**src/rtl/vcatch_pkg.sv**
```systemverilog
package vcatch_pkg;

    localparam int REG_W     = 64;
    localparam int KIND_W    = 3;
    localparam int NS_SHIFT  = 24;
    localparam int SLOT_SPAN = 32;

    typedef enum logic [KIND_W-1:0] {
        VK_NONE  = 3'd0,
        VK_UNDEF = 3'd1,
        VK_SVC   = 3'd2,
        VK_PABT  = 3'd3,
        VK_DABT  = 3'd4,
        VK_HOLE  = 3'd5,
        VK_IRQ   = 3'd6,
        VK_FIQ   = 3'd7
    } vk_kind_e;

    typedef struct packed {
        logic     valid;
        vk_kind_e kind;
        logic     secure;
    } vk_event_t;

    localparam logic [7:0] BANK_BYTE = 8'hDE;

    function automatic logic [REG_W-1:0] writable_mask(input bit has_monitor);
        logic [REG_W-1:0] m;
        m = '0;
        m[7:0] = BANK_BYTE;
        if (has_monitor) begin
            m[NS_SHIFT +: 8] = BANK_BYTE;
        end
        return m;
    endfunction

    function automatic logic is_vector_kind(input vk_kind_e k);
        return (k != VK_NONE) && (k != VK_HOLE);
    endfunction

endpackage

```
**src/rtl/vcatch_regfile.sv**
```systemverilog
module vcatch_regfile
    import vcatch_pkg::*;
#(
    parameter bit HAS_MONITOR   = 1'b1,
    parameter bit RESET_ENABLES = 1'b1
) (
    input  logic             clk,
    input  logic             rst,
    input  logic             wr_en,
    input  logic [REG_W-1:0] wr_data,
    output logic [REG_W-1:0] enables
);

    localparam logic [REG_W-1:0] KEEP = writable_mask(HAS_MONITOR);

    logic [REG_W-1:0] store_q;
    logic [REG_W-1:0] store_d;

    always_comb begin
        store_d = store_q;
        if (wr_en) begin
            store_d = wr_data & KEEP;
        end
    end

    generate
        if (RESET_ENABLES) begin : g_clear
            always_ff @(posedge clk) begin
                if (rst) begin
                    store_q <= '0;
                end else begin
                    store_q <= store_d;
                end
            end
        end else begin : g_raw
            always_ff @(posedge clk) begin
                store_q <= store_d;
            end
        end
    endgenerate

    assign enables = store_q;

    AST_RSVD_IGNORED: assert property (@(posedge clk) disable iff (rst)
        wr_en |=> ((enables & ~KEEP) == '0));
    AST_HOLD_NO_WRITE: assert property (@(posedge clk) disable iff (rst)
        !wr_en |=> $stable(enables));

endmodule

```
**src/rtl/vcatch_slot_decode.sv**
```systemverilog
module vcatch_slot_decode
    import vcatch_pkg::*;
#(
    parameter int ADDR_W = 32
) (
    input  logic [ADDR_W-1:0] fetch_addr,
    input  logic [ADDR_W-1:0] vec_base,
    output logic              slot_hit,
    output vk_kind_e          slot_kind
);

    localparam int SPAN_BITS = $clog2(SLOT_SPAN);

    logic [ADDR_W-1:0] delta;
    logic              in_window;
    logic              aligned;

    always_comb begin
        delta     = fetch_addr - vec_base;
        in_window = (delta[ADDR_W-1:SPAN_BITS] == '0);
        aligned   = (delta[1:0] == 2'b00);
        slot_kind = vk_kind_e'(delta[SPAN_BITS-1:2]);
        slot_hit  = in_window && aligned && is_vector_kind(slot_kind);
    end

endmodule

```
**src/rtl/vcatch_event.sv**
```systemverilog
module vcatch_event
    import vcatch_pkg::*;
#(
    parameter bit HAS_MONITOR = 1'b1
) (
    input  logic             clk,
    input  logic             rst,
    input  logic             fetch_valid,
    input  logic             slot_hit,
    input  vk_kind_e         slot_kind,
    input  logic             sec_state,
    input  logic [REG_W-1:0] enables,
    output vk_event_t        evt
);

    localparam int IDX_W = $clog2(REG_W);

    logic [IDX_W-1:0] bit_idx;
    logic             use_secure;
    vk_event_t        evt_d;
    vk_event_t        evt_q;

    generate
        if (HAS_MONITOR) begin : g_banked
            always_comb begin
                use_secure = sec_state;
                if (sec_state) begin
                    bit_idx = IDX_W'(slot_kind);
                end else begin
                    bit_idx = IDX_W'(slot_kind) + IDX_W'(NS_SHIFT);
                end
            end
        end else begin : g_flat
            always_comb begin
                use_secure = 1'b0;
                bit_idx    = IDX_W'(slot_kind);
            end
        end
    endgenerate

    always_comb begin
        evt_d = '0;
        if (fetch_valid && slot_hit && enables[bit_idx]) begin
            evt_d.valid  = 1'b1;
            evt_d.kind   = slot_kind;
            evt_d.secure = HAS_MONITOR ? use_secure : 1'b0;
        end
    end

    always_ff @(posedge clk) begin
        if (rst) begin
            evt_q <= '0;
        end else begin
            evt_q <= evt_d;
        end
    end

    assign evt = evt_q;

    AST_CATCH_NEEDS_FETCH: assert property (@(posedge clk) disable iff (rst)
        evt_q.valid |-> $past(fetch_valid));
    AST_KIND_LEGAL: assert property (@(posedge clk) disable iff (rst)
        evt_q.valid |-> (evt_q.kind != VK_NONE && evt_q.kind != VK_HOLE));
    AST_IDLE_QUIET: assert property (@(posedge clk) disable iff (rst)
        !evt_q.valid |-> (evt_q.kind == VK_NONE && !evt_q.secure));
    AST_SECURE_ENABLED: assert property (@(posedge clk) disable iff (rst)
        (evt_q.valid && evt_q.secure) |-> (($past(enables) >> evt_q.kind) & 64'd1) != 64'd0);

    generate
        if (!HAS_MONITOR) begin : g_flat_chk
            AST_FLAT_NONSECURE: assert property (@(posedge clk) disable iff (rst)
                evt_q.valid |-> !evt_q.secure);
        end
    endgenerate

endmodule

```
**src/rtl/vcatch_unit.sv**
```systemverilog
module vcatch_unit
    import vcatch_pkg::*;
#(
    parameter int ADDR_W        = 32,
    parameter bit HAS_MONITOR   = 1'b1,
    parameter bit RESET_ENABLES = 1'b1
) (
    input  logic              clk,
    input  logic              rst,
    input  logic              cfg_we,
    input  logic [63:0]       cfg_wdata,
    output logic [63:0]       cfg_rdata,
    input  logic              fetch_valid,
    input  logic [ADDR_W-1:0] fetch_addr,
    input  logic [ADDR_W-1:0] vec_base,
    input  logic              sec_state,
    output logic              catch_valid,
    output logic [2:0]        catch_kind,
    output logic              catch_secure
);

    logic [REG_W-1:0] enables;
    logic             slot_hit;
    vk_kind_e         slot_kind;
    vk_event_t        evt;

    vcatch_regfile #(
        .HAS_MONITOR  (HAS_MONITOR),
        .RESET_ENABLES(RESET_ENABLES)
    ) u_regfile (
        .clk    (clk),
        .rst    (rst),
        .wr_en  (cfg_we),
        .wr_data(cfg_wdata),
        .enables(enables)
    );

    vcatch_slot_decode #(
        .ADDR_W(ADDR_W)
    ) u_decode (
        .fetch_addr(fetch_addr),
        .vec_base  (vec_base),
        .slot_hit  (slot_hit),
        .slot_kind (slot_kind)
    );

    vcatch_event #(
        .HAS_MONITOR(HAS_MONITOR)
    ) u_event (
        .clk        (clk),
        .rst        (rst),
        .fetch_valid(fetch_valid),
        .slot_hit   (slot_hit),
        .slot_kind  (slot_kind),
        .sec_state  (sec_state),
        .enables    (enables),
        .evt        (evt)
    );

    assign cfg_rdata    = enables;
    assign catch_valid  = evt.valid;
    assign catch_kind   = evt.kind;
    assign catch_secure = evt.secure;

    AST_ONE_CYCLE_PULSE: assert property (@(posedge clk) disable iff (rst)
        (catch_valid && !$past(fetch_valid, 1)) |-> 1'b0);
    AST_WRITE_VISIBLE: assert property (@(posedge clk) disable iff (rst)
        cfg_we |=> ((cfg_rdata & ~$past(cfg_wdata)) == '0));

endmodule

```
**config.mk**
```make
export PLATFORM = sky130hd
export DESIGN_NAME = vcatch_unit
export DESIGN_NICKNAME = d
export VERILOG_FILES = /design/src/rtl/vcatch_pkg.sv /design/src/rtl/vcatch_regfile.sv /design/src/rtl/vcatch_slot_decode.sv /design/src/rtl/vcatch_event.sv /design/src/rtl/vcatch_unit.sv
export SDC_FILE = /design/constraint.sdc
export NUM_CORES = 1
export LEC_CHECK = 0
export ABC_AREA = 1
export BUFFER_PORTS_ARGS = -buffer_cell sky130_fd_sc_hd__buf_2
export CORE_ASPECT_RATIO = 1.1
export CORE_MARGIN = 2
export CORE_UTILIZATION = 45
export CTS_BUF_LIST = sky130_fd_sc_hd__clkbuf_4 sky130_fd_sc_hd__clkbuf_8
export DETAILED_ROUTE_END_ITERATION = 7
export PLACE_DENSITY = 0.75
export SLEW_MARGIN = 20
export SYNTH_ARGS = -nofsm -noshare
export SYNTH_HDL_FRONTEND = slang
export SYNTH_SLANG_ARGS = --single-unit
```
**constraint.sdc**
```tcl
create_clock -name clk -period 4.7 [get_ports clk]
set_input_delay 0.235 -clock clk [delete_from_list [all_inputs] [get_ports clk]]
set_output_delay 0.235 -clock clk [all_outputs]
set_load 0.1 [all_outputs]
```
## Word-level counts from Yosys, hierarchy flattened

Index checks and enable logic that the tools add are counted.

- Register bits: 17
- Output and inout port bits: 69

- Add/sub/neg operators: 2
- Order comparisons: 1
- Equality and inequality tests: 1
- Mux-type cells: 4
- Bitwise operators: 1
- Reduce and logical (&&, ||, !) cells: 9

Operators with widths:

| kind | count |
|---|---|
| $sub 32x32->32 | 1 |
| $logic_not 27->1 | 1 |
| $lt 6x7->1 const B | 1 |
| $add 3x5->6 const B | 1 |
| $bmux 1 s6 | 1 |
| $mux 6 | 1 |
| $logic_and 1x1->1 | 5 |
| $mux 5 | 1 |
| $ne 3x3->1 const B | 1 |
| $reduce_bool 3->1 | 1 |
| $logic_not 2->1 | 1 |
| $reduce_or 2->1 | 1 |
| $mux 1 | 1 |
| $not 1->1 | 1 |

## Longest topological paths before layout

Gate-level depths: netlist (run 1).

- Depth in word-level cells: 8
- Mapped depth: 19

## Modules after synthesis

From an unflattened synthesis (run 1), not the netlist that was laid out.

- Cells, all modules: 805
- Area, all modules: 4042.6 sq um

Modules (own cells, without submodules):

| module | times used | cells each | area each (sq um) |
|---|---|---|---|
| vcatch_slot_decode | 1 | 613 | 2787.7 |
| vcatch_regfile | 1 | 129 | 890.9 |
| vcatch_event | 1 | 63 | 364.1 |

## Worst setup path after synthesis (run 1)

Ideal clock, no wire load.

- Path type: input to register
- From: input port fetch_addr[0]
- To: register u_event.evt_q (netlist bit u_event.evt[0])
- Data arrival time: 2.016 ns
- Slack: 2.619 ns
- Stages: 18
- Path through: inv_1 ha_1 fa_1 inv_1 nand2_2 nand2_2 buf_6 nand2_1 nand3b_1 nand3_1 nand2_1 nand2_1 nand2_1 nor2_1 nand2_1 nor2_2 nand3_2 nor2_1

- Word-level cells in the longest chain between the ends: 8

RTL lines:

| what | RTL line | source |
|---|---|---|
| start: declaration | vcatch_unit.sv:14 | `input logic [ADDR_W-1:0] fetch_addr,` |
| $sub 32x32->32 (*) | vcatch_slot_decode.sv:19 | `delta = fetch_addr - vec_base;` |
| $add 3x5->6, or another cell as far along | vcatch_event.sv:30 | `bit_idx = IDX_W'(slot_kind) + IDX_W'(NS_SHIFT);` |
| $mux 6, or another cell as far along | vcatch_event.sv:27 | `if (sec_state) begin` |
| $bmux 1 s6 or $logic_and 1x1->1 (tied branches) | vcatch_event.sv:43, vcatch_slot_decode.sv:23 |  |
| $mux 1 (not written as such) or $logic_and 1x1->1 (tied branches) | vcatch_event.sv:43 | `if (fetch_valid && slot_hit && enables[bit_idx]) begin` |
| $logic_and 1x1->1 (*) | vcatch_event.sv:43 |  |
| $not 1->1 (no line) (*) | n/a |  |
| $reduce_or 2->1 (no line) (*) | n/a |  |
| end signal: assignment | vcatch_event.sv:54 | `evt_q <= evt_d;` |
| end: declaration | vcatch_event.sv:21 | `vk_event_t evt_q;` |

Mark *: on every way between the ends. The rest lies on a longest branch, timed or not. The select of a mux whose other input is x is not followed.
A chain may end at the register's enable or synchronous reset.

## Final worst setup path (run 1)

- From: input port fetch_addr[0]
- To: register u_event.evt_q (netlist bit u_event.evt[1])

- Word-level cells in the longest chain between the ends: 8

RTL lines:

| what | RTL line |
|---|---|
| $sub 32x32->32 (*) | vcatch_slot_decode.sv:19 |
| $add 3x5->6, or another cell as far along | vcatch_event.sv:30 |
| $mux 6, or another cell as far along | vcatch_event.sv:27 |
| $bmux 1 s6 or $logic_and 1x1->1 (tied branches) | vcatch_event.sv:43, vcatch_slot_decode.sv:23 |
| $mux 1 (not written as such) or $logic_and 1x1->1 (tied branches) | vcatch_event.sv:43 |
| $logic_and 1x1->1 | vcatch_event.sv:43 |
| $not 1->1 (no line) | n/a |
| $reduce_or 2->1 (no line) | n/a |

Marked as above.

==> impl_metrics.py, run 1 <==
metrics = {
    "clock_network": {
        "cts_sinks": 17,
        "clockRootBuffer": "clkbuf_8",
        "cts_buffers": 3,
        "cts.reportedPaths.clkPinSlew_ps": 60,
        "insertion_delay_ps": 250,
        "cts_tree": "yes",
        "clockBufferDepth": 2,
        "cts_setup_buffers": 0,
        "cts_resized": 0,
        "hold_buffers": 0,
        "htreeDepth": 1,
    },
    "finish": {
        "layout.cells.non_filler": 959,
        "area_growth_pct": 11.42,
        "diodes": 0,
        "final_util_pct": 52.15,
        "finalNetCount": 1014,
        "layout-drive-gt1-share_pct": 17.69,
    },
    "synth": {
        "syn-cell-area_mm2": 0.003956,
        "synth_top_area_share_pct": 26.47,
        "synth-edff-count": 0,
        "ys_seq_elements": 17,
        "synth.area.top_cells": "nand2_1, inv_1, buf_4, ha_1, dfxtp_1",
        "synthCells": 752,
        "async_flop_share_pct": 0,
        "synth_common_cells": "nand2_1, inv_1, buf_4, nor2_1, nand3_1",
        "synth_area_leader_cell": "nand2_1",
        "synth.most_common_cell": "nand2_1",
        "synthFlopType": "dfxtp_1",
        "yosys_warnings": 0,
        "netlist-cell-type-count": 33,
        "syn_avg_cell_area_um2": 5.261,
        "ys_seq_area_share_pct": 8.602,
    },
    "setup_path": {
        "worstPathCellList": "buf_2 -> inv_1 -> ha_1 -> fa_1 -> inv_1 -> nand2_2 -> nand2_2 -> nand3_2 -> nand2_2 -> nand2_1 -> nand2_2 -> nand3_1 -> nand2_1 -> nand2_1 -> nand2_1 -> nand3_1 -> nor2_1 -> nand3_2 -> nor2_1",
        "worst-setup-path-type": "primary input to flip-flop",
        "path_max_fanout": 5,
        "cp.arrival_ps": 2350,
        "slowest_stage": "fa_1",
        "cp-end-kind": "flip-flop",
        "required_ps": 4880,
        "cp_slowest_stage_delay_ps": 390,
        "startpoint_type": "primary input",
    },
    "global_route": {
        "grt_antenna_before_repair": 0,
        "met1_usage_pct": 24.46,
        "grt_pass1_wl_mm": 15.50,
        "grt_pass1_vias": 3689,
        "met3_usage_pct": 1.475,
        "grt_usage_pct": 19.50,
        "grt_max_degree": 15,
        "busiest_layer": "met2",
        "grt-ovfl-total": 0,
        "use_met2_pct": 36.25,
    },
    "die": {
        "die-area_mm2": 0.009559,
        "coreArea_mm2": 0.008452,
        "fp.dieH_um": 102.3,
        "rows": 35,
        "fp.dieW_um": 93.40,
        "initial_core_util_pct": 46.81,
        "ioPinCount": 202,
    },
    "timing": {
        "finalHoldViolCount": 0,
        "slew_violations": 0,
        "layout_setup_ws_ps": 2531,
        "setup_viol": 0,
        "period_needed_ps": 2169,
        "rsz0062_at_grt": "false",
        "hold_slack_ps": 227.5,
        "setup_tns_ps": 0,
        "period_share_pct": 46.15,
        "fmaxAchievable_ghz": 0.4611,
        "clock_skew_ps": 2.778,
    },
    "placed_design": {
        "dp_hpwl_mm": 8.225,
        "dp_slack_ps": 2267,
        "portBuffers": 97,
        "place.gp.congestion": 0.9444,
        "placedCellCount": 955,
    },
    "detailed_routing": {
        "first_iter_violations": 185,
        "vias_per_cell": 4.482,
        "wl_per_cell_um": 9.699,
        "first_pass_iters": 4,
        "routed_wl_mm": 9.301,
        "antenna_left": 0,
        "via_count": 4298,
        "drc": 0,
    },
    "run": {
        "maxCapViolCount": 0,
    },
    "pwr": {
        "p_leak_nw": 2.868,
        "ir_drop_uv": 204.0,
        "cellPowerDensity_mw_per_mm2": 207.9,
    },
    "status": {
        "status": "complete, no violations",
    },
    "min_path": {
        "hold_path_class": "primary input to flip-flop",
    },
}
==> state kept, by name, summed over array words and instances, names as in the netlist <==
name	cells
u_event.evt	5
u_regfile.enables	12
==> final cells by class <==
class	count	area [um2]
fillers	939	4044
multi-input cells	569	2790
inverters	161	604.3
repair buffers	97	485.5
flip-flops and latches	17	340.3
well taps	111	138.9
clock buffers	4	48.80
==> worst max-delay path: cells and delay by family <==
family	cells	cell delay, ps
buffers and inverters	3	200
adders and majority gates	2	600
and+or+nand+nor	14	1300
==> report_power, final <==
part | internal (mW) | leakage, nW | switching [mW]
clock network | 0.0658 | 0.0262 | 0.0454
logic | 0.159 | 2.70 | 0.492
registers | 0.150 | 0.139 | 0.00422
total | 0.375 | 2.87 | 0.542
==> through the flow <==
stage / power [mW] / cell area (um2)
finish: 0.9166 / 4408
global route: 0.9915 / 4408
CTS: 0.9156 / 4408
detailed placement: 0.8044 / 4359
global placement: 0.8020 / 4359
floorplan: 0.7272 / 4148
==> cells by family (layout without fill, tap and decap cells) <==
family,count (synthesis),in the layout,share of synthesized area (%)
and+or+nand+nor,439,439,48.93
AOI/OAI and AO/OA,45,45,6.135
adders and majority gates,32,32,10.31
DFF,17,17,8.602
buffers and inverters,217,262,25.71
other,1,52,0.09479
xor gates and xnor gates,1,1,0.2214
==> cell usage in the layout, fill, tap and decap left out, types with 2 or more instances in the layout <==
master    synthesis  layout
inv_1           155     155
a21oi_1          35      35
nand2_1         279     279
a211oi_1          2       2
ha_1             31      31
nor2_4            2       2
nor3_2            5       5
nand3b_1          5       5
nand3_1          48      48
o21ai_0           3       3
nor2_2           12      12
buf_2             0      97
nor2_1           52      52
nand3_2           7       7
conb_1            1      52
nand4_1           7       7
nor3_1            2       2
dfxtp_1          17      17
nand2_2          15      15
inv_2             5       5
clkbuf_8          0       3
o21bai_1          4       4
==> metal layers <==
metal  up-vias  part of all wire [%]
li1       2353                     -
met1      1818                    45
met2       118                    48
met3         9                   6.1
met4         0                   1.3
met5         -                     0
==> final timing paths <==
check | depth (start not counted) | to | slack, ps | start
setup reg to reg | 11 | u_event.evt[1] | 3270 | u_regfile.enables[28]
hold reg to reg | 2 | u_regfile.enables[3] | 480 | u_regfile.enables[3]
setup / recovery | 19 | u_event.evt[1] | 2530 | fetch_addr[0]
hold / removal | 3 | u_regfile.enables[26] | 230 | cfg_wdata[26]
(Power assumes the default switching activity.)
==> run 2: changes to the inputs <==
- CORE_UTILIZATION: 45 -> 43
- clock period: 4.7 -> 1.8 ns (I/O delays scaled with it)
==> run 2 against run 1 <==
  * The flow now finishes with violations (negative setup slack)
  * Total power grew to 3.0 times the previous value
  * Flip-flop and latch count is the same
  * Critical path depth did not move
  * First-iteration DRC count rose by 32%
  * Non-clock buffer count increased by 73
  * Sequential share of layout area decreased by 0.88 points
==> impl_metrics.py, run 2 (same netlist as run 1, synthesis figures left out) <==
metrics = {
    "min_path": {
        "hold_path_class": "primary input to flip-flop",
    },
    "placed_design": {
        "place.gp.congestion": 0.9071,
        "placedCellCount": 1023,
        "portBuffers": 97,
        "dp_hpwl_mm": 8.889,
        "place_area_mm2": 0.004891,
        "dp_slack_ps": -435.2,
    },
    "die": {
        "rows": 36,
        "ioPinCount": 202,
        "initial_core_util_pct": 44.36,
        "die-area_mm2": 0.009985,
        "coreArea_mm2": 0.008919,
        "fp.dieH_um": 104.6,
        "fp.dieW_um": 95.46,
    },
    "pwr": {
        "combPwrFrac_pct": 74.6,
        "power_frac_seq_pct": 14.9,
        "pwr-share-clk_pct": 10.6,
        "cellPowerDensity_mw_per_mm2": 526.5,
        "ir_drop_uv": 483.1,
        "power.total_mw": 2.733,
        "p_int_mw": 1.216,
        "p_leak_nw": 3.273,
        "p_sw_mw": 1.517,
        "switching_share_pct": 55.52,
    },
    "setup_path": {
        "cp.arrival_ps": 2160,
        "slowest_stage": "fa_2",
        "cp-end-kind": "flip-flop",
        "startpoint_type": "primary input",
        "worst-setup-path-type": "primary input to flip-flop",
        "cp_slowest_stage_delay_ps": 380,
        "path_buf_inv": 4,
        "required_ps": 1990,
        "critPathTopFamily": "simple AND/OR/NAND/NOR gates",
        "critPathMostFrequentCell": "nand2_1",
        "path_max_fanout": 5,
        "worstPathCellList": "buf_6 -> ha_4 -> fa_2 -> buf_6 -> nand2_4 -> nand2_8 -> buf_8 -> buf_6 -> nor2_4 -> nand3_2 -> nand3_2 -> nand2_1 -> nand2_1 -> nand2_1 -> nor2_2 -> nand2_1 -> nor2_2 -> nand3_2 -> nor2_1",
    },
    "global_route": {
        "grt-ovfl-total": 0,
        "grt_antenna_before_repair": 0,
        "grt_pass1_wl_mm": 17.39,
        "grt_max_degree": 15,
        "grt_pass1_vias": 4325,
        "grt_usage_pct": 20.69,
    },
    "clock_network": {
        "cts_tree": "yes",
        "insertion_delay_ps": 250,
        "cts_buffers": 3,
        "clockBufferDepth": 2,
        "cts_sinks": 17,
        "htreeDepth": 1,
        "clockRootBuffer": "clkbuf_8",
        "cts.reportedPaths.clkPinSlew_ps": 60,
    },
    "detailed_routing": {
        "vias_per_cell": 4.485,
        "first_iter_violations": 245,
        "antenna_left": 0,
        "via_count": 4642,
        "drc": 0,
        "first_pass_iters": 5,
        "routed_wl_mm": 10.30,
        "wl_per_cell_um": 9.950,
    },
    "finish": {
        "layout-drive-gt1-share_pct": 28.56,
        "stdcell_area_mm2": 0.005191,
        "finalNetCount": 1087,
        "diodes": 0,
        "layout.cells.non_filler": 1035,
        "layout_commonest_cell": "nand2_1",
        "area_growth_pct": 31.21,
        "mostFrequentLayoutCells": "nand2_1, inv_1, buf_2, buf_4, conb_1",
        "largest_register_ffs": 12,
    },
    "timing": {
        "fmaxAchievable_ghz": 0.5077,
        "period_share_pct": 109.4,
        "period_needed_ps": 1970,
        "slew_violations": 0,
        "clock_skew_ps": 3.038,
        "finalHoldViolCount": 0,
        "layout_setup_ws_ps": -169.5,
        "setup_viol": 5,
        "rsz0062_at_grt": "true",
        "hold_slack_ps": 83.22,
    },
    "status": {
        "violations": "negative setup slack",
        "status": "complete, but fails checks",
    },
    "run": {
        "maxCapViolCount": 0,
    },
}
==> run 2: timing repair <==
action                                 CTS  global route
hold buffers                             0             0
setup endpoints to repair                5             5
gates resized for setup                 29            15
setup buffers                            4             4
pin swaps                               30            21
endpoints found under the hold margin    0             0
==> run 2: tightest hold or removal path: stages <==
cell	delay, ps
buf_2	90
inv_1	50
nor2_1	70
==> run 2: worst paths after layout <==
| path | start | endpoint | slack [ps] | cells after the start |
|---|---|---|---|---|
| max | vec_base[0] | u_event.evt[1] | -170 | 19 |
| min | sec_state | u_event.evt[0] | 80 | 3 |
| max reg2reg | u_regfile.enables[1] | u_event.evt[1] | 370 | 12 |
| min reg2reg | u_regfile.enables[30] | u_regfile.enables[30] | 470 | 2 |
==> run 2: layout make-up <==
cell class              instances  area (um2)
fillers                       915        3727
multi-input cells             569        2953
inverters                     161       614.3
well taps                     114       142.6
repair buffers                170        1077
flip-flops and latches         17       355.3
clock buffers                   4       48.80
==> run 2: metrics by stage <==
step	TNS, ps	utilization, %
4_1_cts	-243.1	56.99
2_1_floorplan	0	-
3_3_place_gp	-1979	54.84
3_5_place_dp	-2066	54.84
6_report	-779.4	58.21
5_1_grt	-1625	58.21
==> run 2: power by group through the flow <==
stage	logic [mW]	registers (mW)	clock network [mW]
floorplan	1.39	0.524	0
global placement	1.89	0.414	0
detailed placement	1.90	0.414	0
CTS	1.97	0.406	0.295
global route	2.23	0.409	0.308
finish	2.04	0.406	0.289
==> run 2: metal layers <==
| layer | track usage [%] | share of wire (%) | up-vias |
|---|---|---|---|
| met5 | 0 | 0 | - |
| met4 | 4.184 | 1.2 | 0 |
| met3 | 2.019 | 6.4 | 12 |
| met2 | 38.63 | 51 | 155 |
| met1 | 25.17 | 42 | 1973 |
| li1 | - | - | 2502 |
==> run 3: changes to the inputs <==
- RECOVER_POWER: default -> 100
==> run 3 against run 2 <==
  * The flow still finishes with violations (negative setup slack)
  * Flip-flop and latch count stayed put
  * Utilization fell by 0.21 points
  * Non-clock buffer count stayed put
  * Highest routed layer unchanged
==> impl_metrics.py, run 3 (same netlist as run 1, synthesis figures left out) <==
metrics = {
    "finish": {
        "layout-drive-gt1-share_pct": 26.93,
        "diodes": 0,
        "finalNetCount": 1087,
        "mostFrequentLayoutCells": "nand2_1, inv_1, buf_2, buf_4, conb_1",
        "layout.cells.non_filler": 1035,
        "layout_commonest_cell": "nand2_1",
        "largest_register_ffs": 12,
        "final_util_pct": 58.00,
        "stdcell_area_mm2": 0.005172,
        "area_growth_pct": 30.74,
    },
    "setup_path": {
        "critPathMostFrequentCell": "nand2_1",
        "cp_slowest_stage_delay_ps": 380,
        "path_max_fanout": 5,
        "slowest_stage": "fa_2",
        "worst-setup-path-type": "primary input to flip-flop",
        "cp-end-kind": "flip-flop",
        "worstPathCellList": "buf_6 -> ha_4 -> fa_2 -> buf_6 -> nand2_4 -> nand2_8 -> buf_8 -> buf_6 -> nor2_4 -> nand3_2 -> nand3_2 -> nand2_1 -> nand2_1 -> nand2_1 -> nor2_2 -> nand2_1 -> nor2_2 -> nand3_2 -> nor2_1",
        "startpoint_type": "primary input",
        "critPathLaunch": "vec_base[0]",
        "required_ps": 1990,
        "timing.rr.start": "u_regfile.enables[1]",
        "cp.arrival_ps": 2160,
    },
    "global_route": {
        "grt_max_degree": 15,
        "grt_usage_pct": 20.69,
        "grt_pass1_wl_mm": 17.39,
        "grt_antenna_before_repair": 0,
        "grt-ovfl-total": 0,
        "grt_pass1_vias": 4325,
    },
    "clock_network": {
        "hold_buffers": 0,
        "htreeDepth": 1,
        "cts.reportedPaths.clkPinSlew_ps": 60,
        "cts_sinks": 17,
        "cts_tree": "yes",
        "clockRootBuffer": "clkbuf_8",
        "insertion_delay_ps": 250,
        "cts_buffers": 3,
        "clockBufferDepth": 2,
    },
    "pwr": {
        "pwr-share-clk_pct": 10.6,
        "p_leak_nw": 3.212,
        "combPwrFrac_pct": 74.5,
        "switching_share_pct": 55.61,
        "p_int_mw": 1.212,
        "cellPowerDensity_mw_per_mm2": 527.7,
        "ir_drop_uv": 481.8,
        "power.total_mw": 2.730,
        "power_frac_seq_pct": 14.9,
        "p_sw_mw": 1.518,
    },
    "timing": {
        "period_needed_ps": 1969,
        "fmaxAchievable_ghz": 0.5078,
        "worst_slew_pin_slew_ps": 1173,
        "setup_viol": 5,
        "finalHoldViolCount": 0,
        "slew_violations": 0,
        "period_share_pct": 109.4,
        "layout_setup_ws_ps": -169.2,
        "rsz0062_at_grt": "true",
        "relSlewSlack_pct": 22.13,
        "hold_slack_ps": 80.29,
        "clock_skew_ps": 3.062,
        "setup_tns_ps": -777.7,
    },
    "detailed_routing": {
        "vias_per_cell": 4.484,
        "drc": 0,
        "wl_per_cell_um": 9.922,
        "antenna_left": 0,
        "via_count": 4641,
        "routed_wl_mm": 10.27,
        "first_iter_violations": 248,
        "first_pass_iters": 5,
    },
    "die": {
        "rows": 36,
        "fp.dieW_um": 95.46,
        "fp.dieH_um": 104.6,
        "die-area_mm2": 0.009985,
        "ioPinCount": 202,
        "initial_core_util_pct": 44.36,
        "coreArea_mm2": 0.008919,
    },
    "status": {
        "violations": "negative setup slack",
        "status": "complete, but fails checks",
    },
    "placed_design": {
        "placedCellCount": 1023,
        "place_area_mm2": 0.004891,
        "dp_slack_ps": -435.2,
        "dp_hpwl_mm": 8.889,
        "portBuffers": 97,
        "place.gp.congestion": 0.9071,
    },
    "run": {
        "maxCapViolCount": 0,
    },
    "min_path": {
        "hold_path_class": "primary input to flip-flop",
        "hold_path_startpoint": "sec_state",
    },
}
run 3: changes by cell type in the layout (fill, tap and decap cells not counted):
cell      change
buf_2        -17
clkbuf_1     +15
clkbuf_2      +2
run 3: final cells by class:
type	instances	area, um2
sequential	17	355.3
fill	920	3746
timing repair buffer	170	1059
clock buffer	4	48.80
inverter	161	614.3
multi-input combinational	569	2953
tap	114	142.6
run 3: critical path: cells and delay by family:
kind	cells	cell delay, ps
fa+ha+maj	2	530
buf+inv	4	480
simple gates	13	1040
run 3: what timing repair did:
item                       CTS  global route
buffers inserted             4             4
cloned                       0             0
setup endpoints to repair    5             5
resized for setup           29            15
pin swaps                   30            21
run 3: final timing paths:
check	endpoint	slack (ps)	cells after the start
min	u_event.evt[0]	80	3
min reg2reg	u_regfile.enables[30]	470	2
max	u_event.evt[1]	-170	19
max reg2reg	u_event.evt[1]	370	12
run 3: power by group through the flow:
stage | Clock (mW) | Sequential, mW | Combinational (mW)
floorplan | 0 | 0.524 | 1.39
global placement | 0 | 0.414 | 1.89
detailed placement | 0 | 0.414 | 1.90
CTS | 0.295 | 0.406 | 1.97
global route | 0.308 | 0.409 | 2.23
finish | 0.289 | 0.406 | 2.03
run 3: layer usage:
| metal | vias to the layer above | global-route usage, % | routed length (um) | part of all wire [%] |
|---|---|---|---|---|
| met3 | 12 | 2.019 | 653 | 6.4 |
| li1 | 2503 | - | - | - |
| met5 | - | 0 | 0 | 0 |
| met1 | 1979 | 25.17 | 4275 | 42 |
| met4 | 0 | 4.184 | 125 | 1.2 |
| met2 | 147 | 38.63 | 5214 | 51 |
